<file path="src/rtl/wwd_pkg.sv">
package wwd_pkg;
  localparam int ADDR_W = 2;

  typedef enum logic [ADDR_W-1:0] {
    SEL_CTL = 2'd0,
    SEL_CFG = 2'd1,
    SEL_STS = 2'd2,
    SEL_NUL = 2'd3
  } reg_sel_e;

  localparam int STS_FLAG_BIT = 0;
endpackage

</file>
<file path="src/rtl/wwd_tick_gen.sv">
module wwd_tick_gen #(
  parameter int FIX_DIV = 4096,
  parameter int PSEL_W  = 2
) (
  input  logic              clk,
  input  logic              rst_n,
  input  logic              clr,
  input  logic [PSEL_W-1:0] psel,
  output logic              tick
);
  localparam int DIV_W = (FIX_DIV > 1) ? $clog2(FIX_DIV) : 1;
  localparam int PRE_W = (1 << PSEL_W) - 1;
  localparam logic [DIV_W-1:0] DIV_LAST = DIV_W'(FIX_DIV - 1);

  logic [DIV_W-1:0] div_q, div_nxt;
  logic [PRE_W-1:0] pre_q, pre_nxt;
  logic [PRE_W-1:0] mask;
  logic             base;

  assign base = (div_q == DIV_LAST);

  // thermometer mask: 2^psel - 1
  always_comb begin
    for (int i = 0; i < PRE_W; i++) begin
      mask[i] = (i < int'(psel));
    end
  end

  assign tick = base && ((pre_q & mask) == mask);

  always_comb begin
    div_nxt = div_q;
    pre_nxt = pre_q;
    if (clr) begin
      div_nxt = '0;
      pre_nxt = '0;
    end else if (base) begin
      div_nxt = '0;
      pre_nxt = pre_q + 1'b1;
    end else begin
      div_nxt = div_q + 1'b1;
    end
  end

  always_ff @(posedge clk or negedge rst_n) begin
    if (!rst_n) begin
      div_q <= '0;
      pre_q <= '0;
    end else begin
      div_q <= div_nxt;
      pre_q <= pre_nxt;
    end
  end
endmodule

</file>
<file path="src/rtl/wwd_down_counter.sv">
module wwd_down_counter #(
  parameter int CNT_W = 7
) (
  input  logic             clk,
  input  logic             rst_n,
  input  logic             tick,
  input  logic             ctl_wr,
  input  logic [CNT_W-1:0] wr_cnt,
  input  logic             wr_act,
  input  logic [CNT_W-1:0] win,
  output logic [CNT_W-1:0] cnt_q,
  output logic             active_q,
  output logic             fault,
  output logic             warn_hit
);
  localparam logic [CNT_W-1:0] CNT_RST  = '1;
  localparam logic [CNT_W-1:0] TOP_VAL  = CNT_W'(1) << (CNT_W - 1);
  localparam logic [CNT_W-1:0] WARN_PRE = TOP_VAL + 1'b1;

  logic [CNT_W-1:0] cnt_nxt;
  logic             active_nxt;
  logic             underflow, early, low_load;
  logic             dec_en;

  assign dec_en    = tick && !ctl_wr;
  assign underflow = active_q && dec_en && (cnt_q == TOP_VAL);
  assign early     = active_q && ctl_wr && (cnt_q > win);
  assign low_load  = ctl_wr && (active_q || wr_act) && !wr_cnt[CNT_W-1];
  assign fault     = underflow || early || low_load;
  assign warn_hit  = dec_en && (cnt_q == WARN_PRE);

  always_comb begin
    cnt_nxt    = cnt_q;
    active_nxt = active_q;
    if (fault) begin
      cnt_nxt    = CNT_RST;
      active_nxt = 1'b0;
    end else if (ctl_wr) begin
      cnt_nxt    = wr_cnt;
      active_nxt = active_q || wr_act;
    end else if (tick) begin
      cnt_nxt    = cnt_q - 1'b1;
    end
  end

  always_ff @(posedge clk or negedge rst_n) begin
    if (!rst_n) begin
      cnt_q    <= CNT_RST;
      active_q <= 1'b0;
    end else begin
      cnt_q    <= cnt_nxt;
      active_q <= active_nxt;
    end
  end
endmodule

</file>
<file path="src/rtl/wwd_cfg_regs.sv">
module wwd_cfg_regs #(
  parameter int CNT_W  = 7,
  parameter int PSEL_W = 2
) (
  input  logic              clk,
  input  logic              rst_n,
  input  logic              clr,
  input  logic              cfg_wr,
  input  logic              sts_wr,
  input  logic [CNT_W-1:0]  wr_win,
  input  logic [PSEL_W-1:0] wr_psel,
  input  logic              wr_en_bit,
  input  logic              wr_flag_bit,
  input  logic              warn_hit,
  output logic [CNT_W-1:0]  win_q,
  output logic [PSEL_W-1:0] psel_q,
  output logic              irq_en_q,
  output logic              flag_q
);
  logic [CNT_W-1:0]  win_nxt;
  logic [PSEL_W-1:0] psel_nxt;
  logic              irq_en_nxt, flag_nxt;

  always_comb begin
    win_nxt    = win_q;
    psel_nxt   = psel_q;
    irq_en_nxt = irq_en_q;
    flag_nxt   = flag_q;
    if (clr) begin
      win_nxt    = '1;
      psel_nxt   = '0;
      irq_en_nxt = 1'b0;
      flag_nxt   = 1'b0;
    end else begin
      if (cfg_wr) begin
        win_nxt    = wr_win;
        psel_nxt   = wr_psel;
        irq_en_nxt = irq_en_q || wr_en_bit;
      end
      if (warn_hit) begin
        flag_nxt = 1'b1;
      end else if (sts_wr && !wr_flag_bit) begin
        flag_nxt = 1'b0;
      end
    end
  end

  always_ff @(posedge clk or negedge rst_n) begin
    if (!rst_n) begin
      win_q    <= '1;
      psel_q   <= '0;
      irq_en_q <= 1'b0;
      flag_q   <= 1'b0;
    end else begin
      win_q    <= win_nxt;
      psel_q   <= psel_nxt;
      irq_en_q <= irq_en_nxt;
      flag_q   <= flag_nxt;
    end
  end
endmodule

</file>
<file path="src/rtl/wwd_top.sv">
module wwd_top
  import wwd_pkg::*;
#(
  parameter int FIX_DIV = 4096,
  parameter int CNT_W   = 7,
  parameter int PSEL_W  = 2,
  parameter int DATA_W  = 16
) (
  input  logic              clk,
  input  logic              rst_n,
  input  logic              wr_en,
  input  logic              rd_en,
  input  logic [ADDR_W-1:0] addr,
  input  logic [DATA_W-1:0] wdata,
  output logic [DATA_W-1:0] rdata,
  output logic              rst_req,
  output logic              warn_irq
);
  localparam int ACT_BIT  = CNT_W;
  localparam int PSEL_LSB = CNT_W;
  localparam int EN_BIT   = CNT_W + PSEL_W;

  logic              ctl_wr, cfg_wr, sts_wr;
  logic              tick, fault, warn_hit;
  logic [CNT_W-1:0]  cnt_q, win_q;
  logic              active_q, irq_en_q, flag_q;
  logic [PSEL_W-1:0] psel_q;
  logic              rst_req_q;
  logic              unused_wdata;

  assign ctl_wr = wr_en && (addr == SEL_CTL);
  assign cfg_wr = wr_en && (addr == SEL_CFG);
  assign sts_wr = wr_en && (addr == SEL_STS);
  assign unused_wdata = ^wdata;

  wwd_tick_gen #(
    .FIX_DIV (FIX_DIV),
    .PSEL_W  (PSEL_W)
  ) u_tick (
    .clk   (clk),
    .rst_n (rst_n),
    .clr   (fault),
    .psel  (psel_q),
    .tick  (tick)
  );

  wwd_down_counter #(
    .CNT_W (CNT_W)
  ) u_cnt (
    .clk      (clk),
    .rst_n    (rst_n),
    .tick     (tick),
    .ctl_wr   (ctl_wr),
    .wr_cnt   (wdata[CNT_W-1:0]),
    .wr_act   (wdata[ACT_BIT]),
    .win      (win_q),
    .cnt_q    (cnt_q),
    .active_q (active_q),
    .fault    (fault),
    .warn_hit (warn_hit)
  );

  wwd_cfg_regs #(
    .CNT_W  (CNT_W),
    .PSEL_W (PSEL_W)
  ) u_cfg (
    .clk         (clk),
    .rst_n       (rst_n),
    .clr         (fault),
    .cfg_wr      (cfg_wr),
    .sts_wr      (sts_wr),
    .wr_win      (wdata[CNT_W-1:0]),
    .wr_psel     (wdata[PSEL_LSB +: PSEL_W]),
    .wr_en_bit   (wdata[EN_BIT]),
    .wr_flag_bit (wdata[STS_FLAG_BIT]),
    .warn_hit    (warn_hit),
    .win_q       (win_q),
    .psel_q      (psel_q),
    .irq_en_q    (irq_en_q),
    .flag_q      (flag_q)
  );

  always_ff @(posedge clk or negedge rst_n) begin
    if (!rst_n) begin
      rst_req_q <= 1'b0;
    end else begin
      rst_req_q <= fault;
    end
  end

  assign rst_req  = rst_req_q;
  assign warn_irq = flag_q && irq_en_q;

  always_comb begin
    rdata = '0;
    if (rd_en) begin
      case (addr)
        SEL_CTL: rdata[ACT_BIT:0] = {active_q, cnt_q};
        SEL_CFG: rdata[EN_BIT:0]  = {irq_en_q, psel_q, win_q};
        SEL_STS: rdata[STS_FLAG_BIT] = flag_q;
        default: rdata = '0;
      endcase
    end
  end
endmodule

</file>
<file path="config.mk">
export PLATFORM = sky130hd
export DESIGN_NAME = wwd_top
export DESIGN_NICKNAME = d
export VERILOG_FILES = /design/src/rtl/wwd_pkg.sv /design/src/rtl/wwd_tick_gen.sv /design/src/rtl/wwd_down_counter.sv /design/src/rtl/wwd_cfg_regs.sv /design/src/rtl/wwd_top.sv
export SDC_FILE = /design/constraint.sdc
export NUM_CORES = 1
export LEC_CHECK = 0
export CORE_MARGIN = 5
export CORE_UTILIZATION = 53
export CTS_CLUSTER_DIAMETER = 200
export DETAILED_ROUTE_END_ITERATION = 10
export PLACE_DENSITY = 0.88
export SLEW_MARGIN = 20
export SYNTH_ARGS = -nofsm -noshare
export SYNTH_HDL_FRONTEND = slang
export SYNTH_HIERARCHICAL = 1
export SYNTH_SLANG_ARGS = --single-unit
</file>
<file path="constraint.sdc">
create_clock -name clk -period 3.05 [get_ports clk]
set_clock_uncertainty 0.2 [all_clocks]
set_input_delay 0.61 -clock clk [delete_from_list [all_inputs] [get_ports clk]]
set_output_delay 0.61 -clock clk [all_outputs]
set_load 0.02 [all_outputs]
</file>
==> metrics.yaml <==
run_status:
  status: "finished clean"
setup_path:
  critPathKind: "in -> out"
  arrival_ns: 2.17
  endpoint_kind: "primary output"
  cp.required_ns: 2.24
  start_kind: "input port"
  worstPathMaxFanout: 7
timing:
  fmax_mhz: 336
  tightest_slew_ns: 0.549
  hold_viol_final: 0
  finalCritPeriodShare: 0.977
  slew_violations: 0
  slew-limit-headroom: 0.633
  layout_min_cycle_time_ns: 2.98
  setup_violations: 0
  grt_setup_unrepaired: "false"
global_route:
  met2_usage: 0.302
  antenna_found_initial: 0
  grtUsageMet1: 0.241
  grt-ovfl-total: 0
  track_usage: 0.188
  grt_pass1_vias: 1883
  grt_pass1_wl_um: 8910
  met3_usage: 0.0567
  grt_max_degree: 36
  busiest_layer: "met2"
layout:
  area_delta_synth_final_pct: 21.9
  diodes: 0
  final_common_cell: "nor2_1"
  fin_nets: 316
  final_cells: 335
  final_area_mm2: 0.00284
  utilization: 0.661
  final_cell_mix: "nor2_1 (30), clkdlybuf4s50_1 (21), dfrtp_1 (21)"
  drive_gt1_frac: 0.208
placement:
  hpwl_um: 3740
  io_buffers: 27
  place.gp.congestion: 0.887
  placed_area_mm2: 0.00270
  dp.cells: 327
flow_run:
  maxCapViolations: 0
clocking:
  cts_sinks: 35
  cts_setup_buffers: 0
  cts_max_level: 2
  cts.clk_slew.worst_paths_ns: 0.08
  cts_tree: "built"
  clock_insertion_delay_worst_skew_ns: 0.30
  cts_root_buf: "clkbuf_8"
  clockBufferDepth: 2
  numCtsBuffers: 5
synth:
  synth_top_area_frac: 0.226
  ys.warnings.count: 6
  synth-edff-count: 0
  yosys_register_bits: 35
  synthFlopType: "dfrtp_1"
  ys_seq_area_frac: 0.384
  ys_types: 56
  syn_area_per_cell_um2: 9.58
  ys_top_cells_by_area: "dfrtp_1 (23%), dfstp_2 (16%), ha_1 (6.4%), mux2i_1 (6.4%), nor2_1 (4.8%)"
  synthCells: 243
  synthArstFlopShare: 1.00
  synth_area_mm2: 0.00233
  yosysTopAreaCell: "dfrtp_1"
floorplanning:
  die_h_um: 76.3
  start_util: 0.542
  row_count: 24
  core_area_mm2: 0.00429
  die_w_um: 76.3
  die_area_mm2: 0.00582
  boundaryPins: 40
power:
  combPwrFrac: 0.350
  p_sw_mw: 0.692
  p_int_mw: 1.21
  p_seq_frac: 0.429
  pwr-share-clk: 0.221
  powerDensity_mw_per_mm2: 670
  p_leak_nw: 1.35
  ir_drop_mv: 0.392
  p_sw_frac: 0.364
routing:
  wl_per_cell_um: 15.9
  drt-total-wl_um: 5330
  drtIter0Drc: 148
  ant_nets: 0
  dr.pass1.iters: 4
  vias: 1944
  drc: 0
  via_per_inst: 5.80
hold_path:
  hp-class: "reg -> reg"
-- registers in the layout (all words and copies together) (netlist names) --
register        flops
u_tick/pre_q        3
rst_req             1
u_cfg/irq_en_q      1
u_tick/div_q       12
u_cfg/psel_q        2
u_cnt/cnt_q         7
u_cnt/active_q      1
u_cfg/flag_q        1
u_cfg/win_q         7
-- power by group through the flow --
stage | Clock (mW) | Sequential [mW] | Combinational, mW
3_3_place_gp | 0 | 0.809 | 0.619
3_5_place_dp | 0 | 0.817 | 0.648
6_report | 0.421 | 0.816 | 0.665
2_1_floorplan | 0 | 0.777 | 0.485
5_1_grt | 0.448 | 0.847 | 0.748
4_1_cts | 0.432 | 0.811 | 0.657
-- worst max-delay path, cell delays in order --
cell	delay [ns]
clkdlybuf4s50_1	0.50
nand2b_2	0.31
nor2_1	0.14
clkdlybuf4s50_1	0.61
-- Yosys cell counts (2+ instances only) --
library cell,count
nand3_1,7
buf_6,3
nor2b_1,11
nor3_1,4
nand4_1,2
inv_1,17
o21ai_1,2
or3_1,2
nand4b_1,2
and2_1,4
or4_1,4
a31oi_1,6
nor3b_1,2
o31ai_1,4
dfstp_2,14
a21oi_1,11
xor2_1,4
xnor2_1,4
mux2i_1,15
o21ai_0,4
nand2b_1,2
dfrtp_1,21
a211o_2,7
buf_4,7
nand3b_1,2
clkbuf_1,3
nand2_1,9
and3_1,2
ha_1,12
nor2_1,30
-- area by class of cell --
cell class,instances,area [um^2]
Timing Repair Buffer,41,403
Fill cell,336,1460
Multi-Input combinational cell,181,1300
Inverter,18,67.6
Clock buffer,5,68.8
Tap cell,52,65.1
Clock inverter,3,43.8
Sequential cell,35,893
-- what timing repair did --
action                                  in CTS  in global routing
endpoints found under the setup margin       0                 16
hold buffers                                 0                  0
resized for setup                            0                  9
-- logic make-up after synthesis --
family / synth area share
AO/OA/AOI/OAI: 0.151
adder cells (fa/ha/maj): 0.0645
flip-flops: 0.384
buffers and inverters: 0.0725
other: 0.00161
multiplexers: 0.0693
AND/OR/NAND/NOR: 0.227
XOR/XNOR: 0.0301
-- final timing paths --
path / from / to / slack, ns / cells after the start
worst max-delay path: addr[1] / rdata[7] / 0.07 / 4
worst min-delay path: u_tick/div_q[0]$_DFF_PN0_ / u_tick/div_q[0]$_DFF_PN0_ / 0.31 / 1
worst max register to register: u_cnt/cnt_q[2]$_DFFE_PN1P_ / u_tick/pre_q[1]$_DFFE_PN0P_ / 0.16 / 9
worst min register to register: u_tick/div_q[0]$_DFF_PN0_ / u_tick/div_q[0]$_DFF_PN0_ / 0.31 / 1
max in group asynchronous: rst_n / u_cnt/cnt_q[5]$_DFFE_PN1P_ / 1.77 / 2
min in group asynchronous: rst_n / u_cfg/flag_q$_DFFE_PN0P_ / 0.52 / 2
-- per-layer routing --
metal / up-vias / part of all wire
li1: 925 / -
met1: 939 / 0.44
met2: 70 / 0.49
met3: 10 / 0.060
met4: 0 / 0.017
met5: - / 0
-- through the flow --
step           hold slack [ns]  TNS [ns]  power [mW]  worst slack, ns
3_5_place_dp             0.300   -0.0303        1.47          -0.0303
4_1_cts                  0.311         0        1.90         0.000121
6_report                 0.308         0        1.90           0.0712
5_1_grt                  0.352         0        2.04           0.0109
2_1_floorplan            0.114         0        1.26            0.227
3_3_place_gp             0.287  -0.00692        1.43         -0.00692
(Power assumes the default switching activity.)
